**config.mk**
```make
export PLATFORM = sky130hd
export DESIGN_NAME = gpio_port
export DESIGN_NICKNAME = d
export VERILOG_FILES = /design/src/rtl/gpio_pkg.sv /design/src/rtl/gpio_regs.sv /design/src/rtl/gpio_sync.sv /design/src/rtl/gpio_rdmux.sv /design/src/rtl/gpio_port.sv
export SDC_FILE = /design/constraint.sdc
export NUM_CORES = 1
export LEC_CHECK = 0
export BUFFER_PORTS_ARGS = -buffer_cell sky130_fd_sc_hd__buf_2
export CORE_UTILIZATION = 35
export DETAILED_ROUTE_END_ITERATION = 12
export GPL_TIMING_DRIVEN = 0
export PLACE_DENSITY = 0.62
export RECOVER_POWER = 100
export REMOVE_ABC_BUFFERS = 1
export SLEW_MARGIN = 20
export SYNTH_ARGS = -nofsm -noshare
export SYNTH_HDL_FRONTEND = slang
export SYNTH_SLANG_ARGS = --single-unit
```
**constraint.sdc**
```tcl
create_clock -name clk -period 1.3 [get_ports clk]
set_input_delay 0.26 -clock clk [delete_from_list [all_inputs] [get_ports clk]]
set_output_delay 0.26 -clock clk [all_outputs]
set_load 0.01 [all_outputs]
```
**src/rtl/gpio_pkg.sv**
```systemverilog
package gpio_pkg;
  localparam int OFF_DIR   = 0;
  localparam int OFF_PORT  = 1;
  localparam int OFF_LATCH = 2;
  localparam int OFF_ANA   = 3;
endpackage

```
**src/rtl/gpio_regs.sv**
```systemverilog
module gpio_regs
  import gpio_pkg::*;
#(
  parameter int WIDTH  = 8,
  parameter int ADDR_W = 3
) (
  input  logic              clk,
  input  logic              rst,
  input  logic [ADDR_W-1:0] addr,
  input  logic              we,
  input  logic [WIDTH-1:0]  wdata,
  output logic [WIDTH-1:0]  dir_q,
  output logic [WIDTH-1:0]  lat_q,
  output logic [WIDTH-1:0]  ana_q
);
  logic hit_dir, hit_lat, hit_ana;

  // the port and latch offsets share one storage element
  assign hit_dir = we && (addr == ADDR_W'(OFF_DIR));
  assign hit_lat = we && ((addr == ADDR_W'(OFF_PORT)) || (addr == ADDR_W'(OFF_LATCH)));
  assign hit_ana = we && (addr == ADDR_W'(OFF_ANA));

  always_ff @(posedge clk) begin
    if (rst) begin
      dir_q <= '1;
      lat_q <= '0;
      ana_q <= '1;
    end else begin
      if (hit_dir) dir_q <= wdata;
      if (hit_lat) lat_q <= wdata;
      if (hit_ana) ana_q <= wdata;
    end
  end
endmodule

```
**src/rtl/gpio_sync.sv**
```systemverilog
module gpio_sync #(
  parameter int WIDTH  = 8,
  parameter int STAGES = 2
) (
  input  logic             clk,
  input  logic             rst,
  input  logic [WIDTH-1:0] d,
  output logic [WIDTH-1:0] q
);
  logic [WIDTH-1:0] stage_q [STAGES];

  generate
    for (genvar s = 0; s < STAGES; s++) begin : g_stage
      if (s == 0) begin : g_first
        always_ff @(posedge clk) begin
          if (rst) stage_q[0] <= '0;
          else     stage_q[0] <= d;
        end
      end else begin : g_next
        always_ff @(posedge clk) begin
          if (rst) stage_q[s] <= '0;
          else     stage_q[s] <= stage_q[s-1];
        end
      end
    end
  endgenerate

  assign q = stage_q[STAGES-1];
endmodule

```
**src/rtl/gpio_rdmux.sv**
```systemverilog
module gpio_rdmux
  import gpio_pkg::*;
#(
  parameter int WIDTH  = 8,
  parameter int ADDR_W = 3
) (
  input  logic              clk,
  input  logic              rst,
  input  logic [ADDR_W-1:0] addr,
  input  logic [WIDTH-1:0]  dir_q,
  input  logic [WIDTH-1:0]  lat_q,
  input  logic [WIDTH-1:0]  ana_q,
  input  logic [WIDTH-1:0]  pin_sync,
  output logic [WIDTH-1:0]  rdata
);
  logic [WIDTH-1:0] dig_in;
  logic [WIDTH-1:0] sel;

  // digital input buffer is off wherever the analog mask is set
  assign dig_in = pin_sync & ~ana_q;

  always_comb begin
    sel = '0;
    if      (addr == ADDR_W'(OFF_DIR))   sel = dir_q;
    else if (addr == ADDR_W'(OFF_PORT))  sel = dig_in;
    else if (addr == ADDR_W'(OFF_LATCH)) sel = lat_q;
    else if (addr == ADDR_W'(OFF_ANA))   sel = ana_q;
  end

  always_ff @(posedge clk) begin
    if (rst) rdata <= '0;
    else     rdata <= sel;
  end
endmodule

```
**src/rtl/gpio_port.sv**
```systemverilog
module gpio_port #(
  parameter int WIDTH       = 8,
  parameter int ADDR_W      = 3,
  parameter int SYNC_STAGES = 2
) (
  input  logic              clk,
  input  logic              rst,
  input  logic [ADDR_W-1:0] bus_addr,
  input  logic              bus_we,
  input  logic [WIDTH-1:0]  bus_wdata,
  output logic [WIDTH-1:0]  bus_rdata,
  input  logic [WIDTH-1:0]  pad_in,
  output logic [WIDTH-1:0]  pad_out,
  output logic [WIDTH-1:0]  pad_oe
);
  logic [WIDTH-1:0] dir_q, lat_q, ana_q, pin_sync;

  gpio_regs #(.WIDTH(WIDTH), .ADDR_W(ADDR_W)) u_regs (
    .clk(clk), .rst(rst), .addr(bus_addr), .we(bus_we), .wdata(bus_wdata),
    .dir_q(dir_q), .lat_q(lat_q), .ana_q(ana_q)
  );

  gpio_sync #(.WIDTH(WIDTH), .STAGES(SYNC_STAGES)) u_sync (
    .clk(clk), .rst(rst), .d(pad_in), .q(pin_sync)
  );

  gpio_rdmux #(.WIDTH(WIDTH), .ADDR_W(ADDR_W)) u_rd (
    .clk(clk), .rst(rst), .addr(bus_addr), .dir_q(dir_q), .lat_q(lat_q),
    .ana_q(ana_q), .pin_sync(pin_sync), .rdata(bus_rdata)
  );

  assign pad_out = lat_q;
  assign pad_oe  = ~dir_q;
endmodule

```
==> flow_metrics.tcl, run 1 <==
set metrics [dict create \
    rrSetupSlack_ns 0.21 \
    drt_iter0_drc 66 \
    htreeDepth 2 \
    clock_latency_ns 0.30 \
    cp_slowest_cell "buf_2" \
    multi_input_area_sq_um 787.0 \
    cts.path.max_buffers 2 \
    p_leak_nw 0.8926 \
    grt_pass1_vias 1274 \
    p_per_area_nw_per_um2 1207 \
    final_cell_mix "dfxtp_1 (48), nand2_1 (40), nor2b_1 (29), clkbuf_1 (24), buf_2 (20)" \
    drv_cap 0 \
    crit_buf_inv 2 \
    crit_type "input port to flop" \
    nFillCells 547 \
    worstPathRequired_ns 1.49 \
    rows 26 \
    slowest_delay_ns 0.34 \
    fp.dieW_um 74.94 \
    syn_area_per_cell_sq_um 9.499 \
    tns_ns 0 \
    n_antenna_cell 0 \
    die_area_sq_um 5615 \
    synth_compound_area_frac 0.1176 \
    drc 0 \
    ys_seq_area_frac 0.5161 \
    cts_sinks 48 \
    synth_seq_cells 48 \
    finalCritPeriodShare 0.9131 \
    cts_buffers 5 \
    clkSlewWorstSetupHoldPaths_ns 0.08 \
    antenna_found_initial 0 \
    hold_path_class "input port to flop" \
    hold_viol_final 0 \
    drt_first_pass_iters 5 \
    synthMuxAreaShare 0.05511 \
    wirelength_mm 3.870 \
    yosys.area_share.simple 0.2446 \
    hpwlAfterDp_mm 2.485 \
    ant_nets 0 \
    drt-wirelength-per-cell_um 12.56 \
    routed-via-count 1416 \
    pin_count 46 \
    root_buffer "clkbuf_8" \
    area_growth_syn_to_layout_pct 17.54 \
    final.min_clock_period_ns 1.187 \
    synth_top_family_by_area "simple AND/OR/NAND/NOR gates" \
    finalCoreUtilization 0.4285 \
    synth_cell_type_count 24 \
    cp.arrival_ns 1.38 \
    timing.hold.ws_ns 0.1650 \
    overflow 0 \
    max_slew_margin 0.7274 \
    postSynthCellCount 196 \
    core_sq_um 5107 \
    initial_core_util 0.3645 \
    grt_pass1_wl_mm 6.030 \
    drive_gt1_frac 0.1597 \
    rsz0062_at_grt "false" \
    drv_slew 0 \
    synthAdderAreaFrac 0 \
    final_common_cell "dfxtp_1" \
    critPathTopFamily "buffers and inverters" \
    worst_pin_slew_ns 0.4068 \
    setup_violations 0 \
    place_congestion 0.7197 \
    ys.warnings.count 0 \
    synth-xor-area-share 0.004704 \
    post-place-ws_ns -0.4833 \
    vias_per_cell 4.597 \
    synth_area_sq_um 1862 \
    cts_tree "done" \
    critPathCaptureType "flop" \
    die_y_um 74.94 \
    setup_slack_ns 0.1130 \
    crit_fanout 19 \
    status "complete, no violations" \
    max_clock_freq_mhz 842.4 \
    ir_worst_vdd_uv 517.1 \
    grt_usage 0.1506 \
    crit_chain "buf_2, clkinvlp_4, mux4_2, nor2b_1" \
    cts_hold_buffers 0 \
    start_kind "input port" \
    fin_nets 262 \
    grt_max_degree 33 \
    seq_area_sq_um 960.9 \
    fin_worst_skew_ns 0.004073 \
    io_buffers 45 \
]
synthesized netlist by cell type:
cell type,instances,area (sq um)
a211oi_1,14,105.1
o22ai_1,7,43.79
xnor2_1,1,8.760
and4b_1,1,10.01
buf_2,2,10.01
nor2b_1,29,181.4
o211ai_1,6,45.04
nand2_1,40,150.1
or2_2,2,12.51
buf_4,1,7.510
dfxtp_1,48,960.9
inv_1,9,33.78
buf_6,3,33.78
and2b_1,2,15.01
o211ai_2,2,25.02
nand4b_1,1,8.760
clkbuf_1,7,26.28
nor4b_4,1,23.77
nand3_1,8,40.04
and2_1,1,6.260
mux2i_1,8,80.08
nor3b_1,1,7.510
mux4_2,1,22.52
clkinv_1,1,3.750
final timing paths:
path	from	cells past startpoint	end
worst max-delay path	bus_addr[1]	4	u_rd.rdata[6]$_SDFF_PP0_
worst min-delay path	pad_in[1]	2	u_sync.stage_q[0][1]$_SDFF_PP0_
worst max register to register	u_sync.stage_q[1][6]$_SDFF_PP0_	3	u_rd.rdata[6]$_SDFF_PP0_
worst min register to register	u_sync.stage_q[0][2]$_SDFF_PP0_	1	u_sync.stage_q[1][2]$_SDFF_PP0_
report_power, final:
part / leakage (nW) / switching (W) / internal [W]
combinational: 0.463 / 0.000164 / 0.000122
clock: 0.0359 / 0.000450 / 0.000347
sequential: 0.394 / 0.0000240 / 0.00153
layout make-up:
cell class / instances / share of cell area
clock buffer: 5 / 0.03145
sequential: 48 / 0.4391
timing repair buffer: 49 / 0.1058
tap: 70 / 0.04002
timing repair inverter: 1 / 0.003431
multi-input combinational: 125 / 0.3596
inverter: 10 / 0.02058
registers in the layout (all words and copies together), names as in the netlist:
| register | flops |
|---|---|
| u_rd.rdata | 8 |
| u_regs.ana_q | 8 |
| u_regs.lat_q | 8 |
| u_sync.stage_q | 16 |
| u_regs.dir_q | 8 |
metrics by stage:
stage | power [W] | instance area (sq um) | instances
after global placement | 0.001869 | 2097 | 298
after detailed placement | 0.001878 | 2113 | 299
after global routing | 0.002772 | 2188 | 308
after CTS | 0.002680 | 2206 | 306
final | 0.002640 | 2188 | 308
after floorplan | 0.001742 | 1784 | 183
cell families after synthesis:
kind of cell           after synthesis
multiplexers                         9
buffers and inverters               23
AO/OA/AOI/OAI                       29
flip-flops                          48
XOR/XNOR                             1
AND/OR/NAND/NOR                     86
worst register-to-register path, cell delays in order (launching register included):
cell     delay, ns
dfxtp_1       0.30
nor2b_1       0.11
mux4_2        0.44
nor2b_1       0.14
routing by layer:
layer	share of wire	track usage	vias to the layer above
met5	0	0	-
met2	0.48	0.2412	47
met4	0.0070	0.06918	0
met3	0.064	0.05221	2
li1	-	-	744
met1	0.45	0.1823	623
what timing repair did:
action,CTS,global route
setup buffers,2,1
pin swaps,1,1
resized for setup,2,3
setup endpoints to repair,12,25
gates cloned,0,1
No activity file was read; power rests on OpenSTA's default activity.
==> run 2, diff against run 1 <==
SYNTH_HIERARCHICAL = 1   (was unset)
==> run 2 against run 1 <==
  * Fmax down 3.8%
  * Non-clock buffer count is 3 higher
  * Wire length is 4.7% higher
  * Total power increased by 10%
  * Sequential cell count unchanged
  * First-iteration DRC count increased by 30%
  * Sequential share of layout area down 2.8 points
  * Synthesized cell count decreased by 1.5%
  * Clock skew grew 0.0014 ns
  * Die area grew 5.7%
  * Register-to-register slack worse by 0.14 ns
  * Combinational power rose by 4%
  * Critical endpoint is now u_rd/rdata[3]$_SDFF_PP0_
  * Highest routed layer unchanged
==> flow_metrics.tcl, run 2 <==
set metrics [dict create \
    synth_common_cells "dfxtp_1 (48), nor2b_1 (18), nand2_1 (16), nand2b_1 (16), a211oi_1 (14)" \
    place_congestion 0.7031 \
    grt_pass1_wl_mm 6.796 \
    drv_cap 0 \
    clkSlewWorstSetupHoldPaths_ns 0.09 \
    cp.arrival_ns 1.42 \
    fin_worst_skew_ns 0.005426 \
    hold_path_class "input port to flop" \
    drv_slew 0 \
    final_cell_mix "dfxtp_1 (48), clkbuf_1 (26), nor2b_1 (21), buf_2 (19)" \
    pin_count 46 \
    drc 0 \
    initial_core_util 0.3739 \
    n_antenna_cell 0 \
    clock_latency_ns 0.30 \
    grt_pass1_vias 1354 \
    setup_violations 0 \
    synth_area_leader_cell "dfxtp_1" \
    synth_flop_cell "dfxtp_1" \
    top_register "u_sync/stage_q" \
    async_flop_share 0 \
    syn_area_per_cell_sq_um 10.21 \
    final_common_cell "dfxtp_1" \
    antenna_found_initial 0 \
    hpwlAfterDp_mm 2.600 \
    htreeDepth 2 \
    drt_first_pass_iters 4 \
    synth_area_sq_um 1971 \
    ys_seq_area_frac 0.4876 \
    cts_sinks 48 \
    drt-wirelength-per-cell_um 12.98 \
    area_growth_syn_to_layout_pct 18.73 \
    drive_gt1_frac 0.2355 \
    die_area_sq_um 5934 \
    largest_reg_flops 16 \
    ys.warnings.count 6 \
    final.min_clock_period_ns 1.234 \
    rows 26 \
    synth.area.top_cells "dfxtp_1 (49%), nor2b_1 (5.7%), a211oi_1 (5.3%), nand2b_1 (5.1%), mux2i_1 (4.1%)" \
    cts_hold_buffers 0 \
    status "complete, no violations" \
    crit_fanout 3 \
    worstPathRequired_ns 1.49 \
    dpl_cell_area_sq_um 2240 \
    cts.path.max_buffers 2 \
    fp.dieW_um 77.04 \
    wirelength_mm 4.051 \
    cts_buffers 5 \
    synth_cell_type_count 27 \
    nFillCells 558 \
    p_per_area_nw_per_um2 1246 \
    synth_top_cell_area_share 0.4876 \
    max_clock_freq_mhz 810.7 \
    critPathCaptureType "flop" \
    wl_met1_mm 1.930 \
    timing.hold.ws_ns 0.1607 \
    cts_tree "done" \
    p_leak_nw 0.9807 \
    start_kind "flop" \
    routed-via-count 1466 \
    postSynthCellCount 193 \
    rsz0062_at_grt "false" \
    yosysMostFrequentCell "dfxtp_1" \
    seq_area_sq_um 960.9 \
    hold_viol_final 0 \
    grt_usage 0.1508 \
    top_layer_used "met4" \
    wl_met2_mm 1.850 \
    crit_type "flop to flop" \
    finalCritPeriodShare 0.9489 \
    max_slew_margin 0.6860 \
    synth_seq_cells 48 \
    core_sq_um 5270 \
    overflow 0 \
    synth_edf_count 0 \
    ant_nets 0 \
    multi_input_area_sq_um 905.9 \
    die_y_um 77.04 \
    finalInstanceArea_sq_um 2340 \
    total_power_w 0.002916 \
    root_buffer "clkbuf_8" \
    vias_per_cell 4.699 \
    fin_nets 263 \
    io_buffers 45 \
    ir_worst_vdd_uv 475.8 \
    grt_max_degree 50 \
    drt_iter0_drc 86 \
    worst_pin_slew_ns 0.4710 \
    wl_met3_um 215 \
]
-- run 2: cell types whose count changed after synthesis, moves of 8 or more --
| cell | previous run | this run |
|---|---|---|
| a211o_1 | 0 | 8 |
| nand2_1 | 40 | 16 |
| nand2b_1 | 0 | 16 |
| nand3_1 | 8 | 0 |
| nand3b_1 | 0 | 8 |
| nor2b_1 | 29 | 18 |
-- run 2: cell families after synthesis --
| group | Yosys count | share of synthesized area |
|---|---|---|
| buf+inv | 20 | 0.04761 |
| simple gates | 86 | 0.2971 |
| flops | 48 | 0.4876 |
| compound gates | 29 | 0.1111 |
| mux | 9 | 0.05206 |
| xor+xnor | 1 | 0.004445 |
-- run 2: worst paths after layout --
check	start	slack [ns]	cells past startpoint	end
worst min-delay path	pad_in[3]	0.16	2	u_sync/stage_q[0][3]$_SDFF_PP0_
worst max register to register	u_regs/ana_q[3]$_SDFFE_PP1P_	0.07	3	u_rd/rdata[3]$_SDFF_PP0_
worst min register to register	u_sync/stage_q[0][6]$_SDFF_PP0_	0.44	1	u_sync/stage_q[1][6]$_SDFF_PP0_
worst max-delay path	u_regs/ana_q[3]$_SDFFE_PP1P_	0.07	3	u_rd/rdata[3]$_SDFF_PP0_
-- run 2: timing repair --
action,4_1_cts,5_1_grt
resized for setup,2,1
hold endpoints to repair,0,0
setup endpoints to repair,13,9
buffers inserted,4,2
pin swaps,1,1
-- run 2: critical path, stage by stage (launching register included) --
cell	delay, ns
dfxtp_1	0.34
and2b_4	0.18
mux4_2	0.45
nor2b_1	0.15
-- run 2: cell type report --
class,instances,share of cell area
clock buffer,6,0.03102
timing repair buffer,52,0.1043
multi-input combinational,125,0.3872
tap,70,0.03743
clock inverter,2,0.01497
inverter,9,0.01444
sequential,48,0.4107
-- run 2: report_power, final --
group          switching [W]  internal (W)  leakage, nW
registers          0.0000271       0.00153        0.394
logic               0.000156      0.000140        0.531
clock network       0.000487      0.000571       0.0552
total               0.000671       0.00225        0.981
-- run 2: layer usage --
metal  up-vias  GRT usage
li1        748          -
met1       677     0.1956
met2        36     0.2277
met3         5    0.05119
met4         0    0.06226
met5         -          0
-- run 2: through the flow --
stage | utilization | setup slack (ns) | std cells | TNS, ns
2_1_floorplan | - | -0.3055 | 182 | -2.521
5_1_grt | 0.4440 | 0.02838 | 312 | 0
3_3_place_gp | 0.4219 | -1.322 | 297 | -18.55
6_report | 0.4440 | 0.06644 | 312 | 0
3_5_place_dp | 0.4250 | -0.6011 | 298 | -10.75
4_1_cts | 0.4528 | 0.01058 | 310 | 0
==> run 3, diff against run 2 <==
clock period = 1.47 ns   (was 1.3 ns; I/O delays follow)
==> run 3 against run 2 <==
  * Clock-buffer cell count unchanged
  * Non-clock buffer count shrank 2
  * Via count down 1.2%
  * Combinational power fell by 12%
  * Largest power group unchanged
==> flow_metrics.tcl, run 3 (synthesis results as in run 2) <==
set metrics [dict create \
    core_sq_um 5270 \
    cts_hold_buffers 0 \
    status "complete, no violations" \
    crit_buf_inv 2 \
    io_buffers 45 \
    area_growth_syn_to_layout_pct 18.29 \
    final_cell_mix "dfxtp_1 (48), clkbuf_1 (27), buf_2 (20), nor2b_1 (19)" \
    hold_depth 2 \
    cts.path.max_buffers 2 \
    drt_first_pass_iters 4 \
    hold_viol_final 0 \
    crit_chain "buf_2, nor4b_2, clkbuf_1, nor2b_1, a211o_1" \
    grt_pass1_wl_mm 6.768 \
    finalCoreUtilization 0.4423 \
    clock_latency_ns 0.30 \
    drc 0 \
    hpwlAfterDp_mm 2.600 \
    initial_core_util 0.3739 \
    place_congestion 0.7031 \
    overflow 0 \
    grt_max_degree 50 \
    critPathTopFamily "buffers and inverters" \
    final_common_cell "dfxtp_1" \
    vias_per_cell 4.671 \
    ant_nets 0 \
    slowest_delay_ns 0.38 \
    ir_worst_vdd_uv 420.7 \
    final.min_clock_period_ns 1.320 \
    crit_type "input port to flop" \
    worstPathRequired_ns 1.67 \
    critPathCaptureType "flop" \
    finalInstanceArea_sq_um 2331 \
    ff2ff_path_depth 3 \
    rrSetupSlack_ns 0.25 \
    finalCritPeriodShare 0.8978 \
    drt_iter0_drc 82 \
    top_register "u_sync/stage_q" \
    dpl.cell_count 298 \
    cts_tree "done" \
    die_area_sq_um 5934 \
    fin_nets 261 \
    rows 26 \
    drive_gt1_frac 0.2333 \
    root_buffer "clkbuf_8" \
    post-place-ws_ns -0.4651 \
    worst_pin_slew_ns 0.7762 \
    largest_reg_flops 16 \
    hold_path_class "input port to flop" \
    routed-via-count 1448 \
    max_slew_margin 0.4826 \
    max_clock_freq_mhz 757.7 \
    pin_count 46 \
    min_delay_worst_endpoint "u_sync/stage_q[0][3]$_SDFF_PP0_" \
    cts_buffers 5 \
    drt-wirelength-per-cell_um 13.00 \
    wirelength_mm 4.030 \
    r2r-start "u_regs/ana_q[3]$_SDFFE_PP1P_" \
    cp_slowest_cell "nor4b_2" \
    p_per_area_nw_per_um2 1107 \
    tns_ns 0 \
    fp.dieW_um 77.04 \
    cp.arrival_ns 1.52 \
    finalNonFillerCells 310 \
    n_antenna_cell 0 \
    holdCritStartpoint "pad_in[3]" \
    antenna_found_initial 0 \
    clkSlewWorstSetupHoldPaths_ns 0.09 \
    dpl_cell_area_sq_um 2240 \
    p_leak_nw 0.9700 \
    start_kind "input port" \
    r2r-end "u_rd/rdata[3]$_SDFF_PP0_" \
    fin_worst_skew_ns 0.003188 \
    crit_fanout 13 \
    htreeDepth 2 \
    grt_usage 0.1501 \
    rsz0062_at_grt "false" \
    drv_slew 0 \
    die_y_um 77.04 \
    setup_slack_ns 0.1502 \
    drv_cap 0 \
    grt_pass1_vias 1353 \
    setup_violations 0 \
    cts_sinks 48 \
]
run 3: worst max-delay path by stage:
stage,start,end,slack (ns),cells after the start
after floorplan,bus_addr[1],u_regs/lat_q[0]$_SDFFE_PP0P_,-0.17,3
after global placement,bus_addr[0],u_regs/lat_q[4]$_SDFFE_PP0P_,-1.19,4
after detailed placement,bus_addr[0],u_regs/dir_q[5]$_SDFFE_PP1P_,-0.47,4
after CTS,bus_addr[0],u_regs/lat_q[6]$_SDFFE_PP0P_,0.06,5
after global routing,bus_addr[0],u_regs/lat_q[4]$_SDFFE_PP0P_,0.03,5
final,bus_addr[1],u_regs/dir_q[6]$_SDFFE_PP1P_,0.15,5
run 3: power by group:
part           switching (W)  internal, W  total [W]
sequential         0.0000239      0.00136    0.00138
combinational       0.000137     0.000123   0.000260
clock               0.000434     0.000505   0.000939
run 3: routing by layer:
metal	vias up	GRT usage	part of all wire
li1	743	-	-
met1	666	0.1934	0.46
met2	34	0.2277	0.47
met3	5	0.05119	0.054
met4	0	0.06226	0.014
met5	-	0	0
run 3: final cells by class:
cell class	count	area, sq um
clock inverters	2	35.03
flip-flops and latches	48	960.9
well taps	70	87.58
clock buffers	6	72.57
fillers	556	2939
repair buffers	50	231.5
multi-input cells	125	909.6
inverters	9	33.78
run 3: timing repair:
item	4_1_cts	5_1_grt
pin swaps	1	0
cloned	0	0
resized for setup	0	2
setup endpoints to repair	8	5
buffers inserted	4	0
run 3: through the flow:
stage,hold slack [ns],total power [W]
final,0.1932,0.002579
after global routing,0.1845,0.002707
after CTS,0.1922,0.002619
after detailed placement,0.4223,0.001682
after global placement,0.4184,0.001674
after floorplan,0.3598,0.001554
